**src/rtl/mbx_pkg.sv**
```systemverilog
package mbx_pkg;
  typedef enum logic [1:0] {
    HREG_DATA  = 2'd0,
    HREG_STAT  = 2'd1,
    HREG_CLEAR = 2'd2
  } host_reg_e;

  typedef enum logic [2:0] {
    MREG_PA  = 3'd0,
    MREG_PB  = 3'd1,
    MREG_PC  = 3'd2,
    MREG_DA  = 3'd4,
    MREG_DB  = 3'd5,
    MREG_DC  = 3'd6
  } mcu_reg_e;
endpackage

```
**src/rtl/mbx_port_file.sv**
```systemverilog
module mbx_port_file #(
  parameter int DW       = 8,
  parameter int NPORT    = 3,
  parameter int AW       = 3,
  parameter int DATA_IDX = 0,
  parameter int CTL_IDX  = 1
) (
  input  logic                clk,
  input  logic                rst_n,
  input  logic                we,
  input  logic [AW-1:0]       addr,
  input  logic [DW-1:0]       wdata,
  input  logic [NPORT*DW-1:0] pin_in,
  output logic [DW-1:0]       rdata,
  output logic [DW-1:0]       data_out,
  output logic [DW-1:0]       ctl_out,
  output logic [DW-1:0]       ctl_ddr
);
  localparam int DDR_BASE = 1 << (AW - 1);

  logic [DW-1:0] mixed   [NPORT];
  logic [DW-1:0] out_arr [NPORT];
  logic [DW-1:0] ddr_arr [NPORT];

  for (genvar p = 0; p < NPORT; p++) begin : g_port
    logic          hit_out, hit_ddr;
    logic [DW-1:0] out_d, ddr_d, out_r, ddr_r;

    assign hit_out = we && (addr == AW'(p));
    assign hit_ddr = we && (addr == AW'(DDR_BASE + p));

    always_comb begin
      out_d = out_r;
      ddr_d = ddr_r;
      if (hit_out) out_d = wdata;
      if (hit_ddr) ddr_d = wdata;
    end

    always_ff @(posedge clk or negedge rst_n) begin
      if (!rst_n) begin
        out_r <= '0;
        ddr_r <= '0;
      end else begin
        out_r <= out_d;
        ddr_r <= ddr_d;
      end
    end

    assign out_arr[p] = out_r;
    assign ddr_arr[p] = ddr_r;
    assign mixed[p]   = (out_r & ddr_r) | (pin_in[p*DW +: DW] & ~ddr_r);
  end

  always_comb begin
    rdata = '0;
    for (int i = 0; i < NPORT; i++) begin
      if (addr == AW'(i)) rdata = mixed[i];
    end
  end

  assign data_out = out_arr[DATA_IDX];
  assign ctl_out  = out_arr[CTL_IDX];
  assign ctl_ddr  = ddr_arr[CTL_IDX];
endmodule

```
**src/rtl/mbx_handshake.sv**
```systemverilog
module mbx_handshake #(
  parameter int DW      = 8,
  parameter int STB_IN  = 1,
  parameter int STB_OUT = 2
) (
  input  logic          clk,
  input  logic          rst_n,
  input  logic          host_put,
  input  logic [DW-1:0] host_wdata,
  input  logic          host_take,
  input  logic          host_clear,
  input  logic          ctl_we,
  input  logic [DW-1:0] ctl_wdata,
  input  logic [DW-1:0] ctl_prev,
  input  logic [DW-1:0] ctl_ddr,
  input  logic [DW-1:0] pa_out,
  output logic [DW-1:0] pa_in_q,
  output logic [DW-1:0] outbox_q,
  output logic          ready_q,
  output logic          accept_q
);
  logic [DW-1:0] inbox_q, inbox_d, pa_in_d, outbox_d;
  logic          ready_d, accept_d;
  logic          load_low, in_rise, out_rise;

  // strobe decode against the previously written port B value
  assign load_low = ctl_we && ctl_ddr[STB_IN] && !ctl_wdata[STB_IN];
  assign in_rise  = ctl_we && ctl_ddr[STB_IN] && !ctl_prev[STB_IN] && ctl_wdata[STB_IN];
  assign out_rise = ctl_we && ctl_ddr[STB_OUT] && !ctl_prev[STB_OUT] && ctl_wdata[STB_OUT];

  always_comb begin
    inbox_d  = host_put ? host_wdata : inbox_q;
    pa_in_d  = load_low ? inbox_q : pa_in_q;
    outbox_d = out_rise ? pa_out : outbox_q;
    // host write has priority over the accept edge
    if (host_put)                  accept_d = 1'b0;
    else if (in_rise || host_clear) accept_d = 1'b1;
    else                           accept_d = accept_q;
    if (host_take || host_clear)   ready_d = 1'b1;
    else if (out_rise)             ready_d = 1'b0;
    else                           ready_d = ready_q;
  end

  always_ff @(posedge clk or negedge rst_n) begin
    if (!rst_n) begin
      inbox_q  <= '0;
      pa_in_q  <= '0;
      outbox_q <= '0;
      ready_q  <= 1'b1;
      accept_q <= 1'b1;
    end else begin
      inbox_q  <= inbox_d;
      pa_in_q  <= pa_in_d;
      outbox_q <= outbox_d;
      ready_q  <= ready_d;
      accept_q <= accept_d;
    end
  end

  p_put_clears_accept_r2: assert property (@(posedge clk) disable iff (!rst_n)
    host_put |=> !accept_q);

  p_low_copies_inbox_r3: assert property (@(posedge clk) disable iff (!rst_n)
    load_low |=> (pa_in_q == $past(inbox_q)));

  p_rise_sets_accept_r4: assert property (@(posedge clk) disable iff (!rst_n)
    (in_rise && !host_put) |=> accept_q);

  p_capture_outbox_r5: assert property (@(posedge clk) disable iff (!rst_n)
    (out_rise && !host_take && !host_clear) |=> (!ready_q && outbox_q == $past(pa_out)));

  p_clear_idles_r10: assert property (@(posedge clk) disable iff (!rst_n)
    (host_clear && !host_put) |=> (ready_q && accept_q));
endmodule

```
**src/rtl/mbx_cpu_mcu_bridge.sv**
```systemverilog
module mbx_cpu_mcu_bridge
  import mbx_pkg::*;
#(
  parameter int DW = 8
) (
  input  logic          clk,
  input  logic          rst_n,
  input  logic          host_wr,
  input  logic          host_rd,
  input  logic [1:0]    host_addr,
  input  logic [DW-1:0] host_wdata,
  output logic [DW-1:0] host_rdata,
  input  logic          mcu_we,
  input  logic [2:0]    mcu_addr,
  input  logic [DW-1:0] mcu_wdata,
  output logic [DW-1:0] mcu_rdata,
  output logic          mcu_irq
);
  localparam int NPORT = 3;

  logic [1:0]          rst_sync;
  logic                rst_n_i;
  logic                host_put, host_take, host_clear, ctl_we;
  logic [DW-1:0]       pa_in_q, outbox_q, data_out, ctl_out, ctl_ddr, pc_in;
  logic                ready_q, accept_q;
  logic [NPORT*DW-1:0] pin_in;

  // asynchronous assert, synchronous release
  always_ff @(posedge clk or negedge rst_n) begin
    if (!rst_n) rst_sync <= 2'b00;
    else        rst_sync <= {rst_sync[0], 1'b1};
  end
  assign rst_n_i = rst_sync[1];

  assign host_put   = host_wr && (host_addr == HREG_DATA);
  assign host_take  = host_rd && (host_addr == HREG_DATA);
  assign host_clear = host_rd && (host_addr == HREG_CLEAR);
  assign ctl_we     = mcu_we && (mcu_addr == MREG_PB);

  always_comb begin
    pc_in    = '0;
    pc_in[0] = ~accept_q;
    pc_in[1] = ready_q;
  end
  assign pin_in = {pc_in, {DW{1'b0}}, pa_in_q};

  mbx_port_file #(.DW(DW), .NPORT(NPORT), .AW(3), .DATA_IDX(0), .CTL_IDX(1)) u_ports (
    .clk      (clk),
    .rst_n    (rst_n_i),
    .we       (mcu_we),
    .addr     (mcu_addr),
    .wdata    (mcu_wdata),
    .pin_in   (pin_in),
    .rdata    (mcu_rdata),
    .data_out (data_out),
    .ctl_out  (ctl_out),
    .ctl_ddr  (ctl_ddr)
  );

  mbx_handshake #(.DW(DW), .STB_IN(1), .STB_OUT(2)) u_hs (
    .clk        (clk),
    .rst_n      (rst_n_i),
    .host_put   (host_put),
    .host_wdata (host_wdata),
    .host_take  (host_take),
    .host_clear (host_clear),
    .ctl_we     (ctl_we),
    .ctl_wdata  (mcu_wdata),
    .ctl_prev   (ctl_out),
    .ctl_ddr    (ctl_ddr),
    .pa_out     (data_out),
    .pa_in_q    (pa_in_q),
    .outbox_q   (outbox_q),
    .ready_q    (ready_q),
    .accept_q   (accept_q)
  );

  always_comb begin
    case (host_addr)
      HREG_DATA:  host_rdata = outbox_q;
      HREG_STAT:  host_rdata = {{(DW-2){1'b0}}, accept_q, ready_q};
      HREG_CLEAR: host_rdata = {DW{1'b1}};
      default:    host_rdata = '0;
    endcase
  end

  // interrupt pending exactly while a host byte is not yet accepted
  assign mcu_irq = ~accept_q;

  p_irq_after_clear_r10: assert property (@(posedge clk) disable iff (!rst_n_i)
    (host_clear && !host_put) |=> !mcu_irq);
endmodule

```
**config.mk**
```make
export PLATFORM = sky130hd
export DESIGN_NAME = mbx_cpu_mcu_bridge
export DESIGN_NICKNAME = d
export VERILOG_FILES = /design/src/rtl/mbx_pkg.sv /design/src/rtl/mbx_port_file.sv /design/src/rtl/mbx_handshake.sv /design/src/rtl/mbx_cpu_mcu_bridge.sv
export SDC_FILE = /design/constraint.sdc
export NUM_CORES = 1
export LEC_CHECK = 0
export BUFFER_PORTS_ARGS = -buffer_cell sky130_fd_sc_hd__buf_2
export CORE_AREA = 2 2 88 73
export DETAILED_ROUTE_END_ITERATION = 12
export DIE_AREA = 0 0 90 75
export GPL_ROUTABILITY_DRIVEN = 0
export GPL_TIMING_DRIVEN = 0
export PLACE_DENSITY = 0.82
export SYNTH_ARGS = -nofsm -noshare
export SYNTH_HDL_FRONTEND = slang
export SYNTH_SLANG_ARGS = --single-unit
export TNS_END_PERCENT = 10
```
**constraint.sdc**
```tcl
create_clock -name clk -period 3.2 [get_ports clk]
set_clock_uncertainty 0.1 [all_clocks]
set_input_delay 0.48 -clock clk [delete_from_list [all_inputs] [get_ports clk]]
set_output_delay 0.48 -clock clk [all_outputs]
set_load 0.01 [all_outputs]
```
==> results.toml <==
[detailed_routing]
wl_per_cell_um = 17.67
drcViolationCount = 0
drt_iter0_markers = 112
antenna_left = 0
num_vias = 2092
drt_wl_total_mm = 6.645
drtPass1Iterations = 4
via_per_inst = 5.564

[sta]
period_needed_ns = 2.842
tightest_slew_ns = 1.248
setup_viol = 0
fin_tns_setup_ns = 0
rsz0062_at_grt = "false"
fmax_mhz = 351.8
fin_crit_sh_pct = 88.83
slew_headroom_pct = 16.59
timing.final.hold_violations = 0
final-max-slew-violation-count = 0

[setup_path]
worst-r2r-cell-count = 3
startpoint_type = "primary input"
crit_chain = "buf_2 -> buf_2 -> nor3b_1 -> nand3_1 -> o221ai_1 -> buf_2"
critPathSlowestCell = "nor3b_1"
crit_top_cell = "buf_2"
cp.required_ns = 2.62
cp_top_family = "simple AND/OR/NAND/NOR gates"
crit_cells = 6
cp_num_buf_inv = 3
cp-end-kind = "output pin"
critical_path_class = "primary input to output pin"
arrival_ns = 2.26
max_stage_delay_ns = 0.99
critPathMaxFanout = 10

[floorplan]
initial_core_util_pct = 56.39
die_y_um = 75
ios = 43
die_w_um = 90
floorplan.rows = 25
dieArea_mm2 = 0.006750
core_area_mm2 = 0.005818

[synthesis]
avgSynthCellArea_um2 = 13.84
synthTopCellsByArea = "dfrtp_1, mux2_2, mux2i_1"
yosysTopAreaCell = "dfrtp_1"
synth_ff_type = "dfrtp_1"
synth_nets = 263
syn_area_mm2 = 0.003281
synth.distinct_cells = 33
yosys.area.top_type_share_pct = 56.45
yosys_warnings = 0
ys_ff_latch = 76
synth_edf_count = 0
synth_cells = 237
synthArstFlopShare_pct = 100.0
ys_seq_area_share_pct = 58.05

[grt]
grtUsageTotal_pct = 21.96
gr-total-overflow = 0
grt_pass1_vias = 2130
grt_max_degree = 61
antenna_found_initial = 0
grt_first_pass_wirelength_mm = 10.80

[clock_network]
cts.clk_slew.worst_paths_ns = 0.08
cts_num_sinks = 76
cts_tree = "yes"
cts_max_path_buffers = 2
cts_root_buf = "clkbuf_8"
numCtsBuffers = 9
clkLatencyLatePin_ns = 0.35
htree_levels = 3

[cells_and_area]
antenna_cells = 0
layout_common_cells = "mux2_2, dfrtp_1, buf_2, nor2_1, nand2_1"
nNetsFinal = 316
drive_gt1_share_pct = 48.14
fin_util_pct = 66.84
fillCellCount = 451
areaGrowthSynthToFinish_pct = 18.54

[placed_design]
dp_hpwl_mm = 4.668
port_buffers = 40

[power]
internal-power_mw = 2.019
p_leak_nw = 1.787
p_seq_share_pct = 49.1
power.share.clock_pct = 36.1
p_total_mw = 2.633
power.switching_mw = 0.6144
switching_share_pct = 23.33
ir_drop_mv = 0.4572
combPwrFrac_pct = 14.8
power_density_mw_per_mm2 = 677.2

[status]
status = "finished, final reports clean"

[worst_hold_path]
hold_class = "flop to asynchronous set/reset pin"

[job]
max-cap-violations = 0
cell families (layout without fill, tap and decap cells):
| kind of cell | count (synthesis) | count (layout) | synth area share (%) |
|---|---|---|---|
| multiplexers | 81 | 81 | 27.50 |
| flip-flops | 76 | 76 | 58.05 |
| AND/OR/NAND/NOR | 50 | 50 | 8.773 |
| AO/OA/AOI/OAI | 15 | 15 | 3.394 |
| buffers and inverters | 14 | 72 | 2.174 |
| other | 1 | 1 | 0.1143 |
timing repair:
| action | CTS | global route |
|---|---|---|
| gates resized for setup | 0 | 0 |
| hold endpoints to repair | 2 | 0 |
| hold buffers | 1 | 0 |
| buffers inserted | 0 | 0 |
routing by layer:
metal | track usage [%] | wire length, um | share of wire [%] | up-vias
li1 | - | - | - | 957
met1 | 28.67 | 3003 | 45 | 1070
met2 | 35.51 | 3233 | 49 | 57
met3 | 8.308 | 349 | 5.3 | 8
met4 | 5.812 | 59 | 0.89 | 0
met5 | 0 | 0 | 0 | -
layout make-up:
type                            count  area, um2  area share, %
Tap cell                           81      101.3          2.606
Buffer                             11      60.06          1.544
Multi-Input combinational cell    147       1305          33.56
Sequential cell                    76       1908          49.07
Inverter                            3      11.26         0.2896
Clock inverter                      4      120.1          3.089
Timing Repair Buffer               42      237.7          6.113
Clock buffer                       12      145.1          3.732
registers in the layout, indices dropped and copies added, names as in the netlist, 8 cells and up:
signal,flops
u_ports.ctl_out,8
u_hs.pa_in_q,8
u_ports.data_out,8
u_hs.outbox_q,8
u_ports.ctl_ddr,8
u_ports.g_port.ddr_r,16
u_ports.g_port.out_r,8
u_hs.inbox_q,8
synthesized netlist by cell type, types with 2 or more instances:
library cell / number
o221ai_1: 6
nand4b_1: 3
nand2_1: 13
dfstp_2: 2
mux2i_1: 8
mux2_2: 73
o21ai_0: 3
dfrtp_1: 74
clkbuf_1: 5
buf_2: 3
buf_4: 2
inv_1: 3
nor2_1: 16
a21oi_1: 2
nand3_1: 6
power groups by stage:
stage / clock (mW) / combinational (mW) / sequential (mW)
floorplan: 0 / 0.288 / 1.28
global placement: 0 / 0.358 / 1.31
detailed placement: 0 / 0.395 / 1.31
CTS: 0.969 / 0.398 / 1.29
global route: 1.01 / 0.433 / 1.32
finish: 0.951 / 0.391 / 1.29
path summary, 6_finish.rpt:
path / start / to / slack [ns]
max reg2reg: u_ports.ctl_out[2] / u_hs.outbox_q[6] / 1.72
min reg2reg: rst_sync[1] / u_ports.ctl_ddr[5] / 0.08
min in group clk: host_wdata[0] / u_hs.inbox_q[0] / 0.26
min: rst_sync[1] / u_ports.ctl_ddr[5] / 0.08
max: mcu_addr[1] / mcu_rdata[7] / 0.36
max in group asynchronous: rst_sync[1] / u_hs.accept_q / 2.32
through the flow:
stage | std cells | hold WS, ns | setup slack (ns) | instance area, um2
2_1_floorplan | 237 | 0.08441 | 0.8302 | 3281
3_3_place_gp | 358 | 0.1646 | 0.07783 | 3582
3_5_place_dp | 359 | 0.08596 | 0.3255 | 3613
4_1_cts | 376 | 0.08952 | 0.3091 | 3889
5_1_grt | 376 | 0.1085 | 0.1758 | 3889
6_report | 376 | 0.08223 | 0.3575 | 3889
No activity file was read; power rests on OpenSTA's default activity.
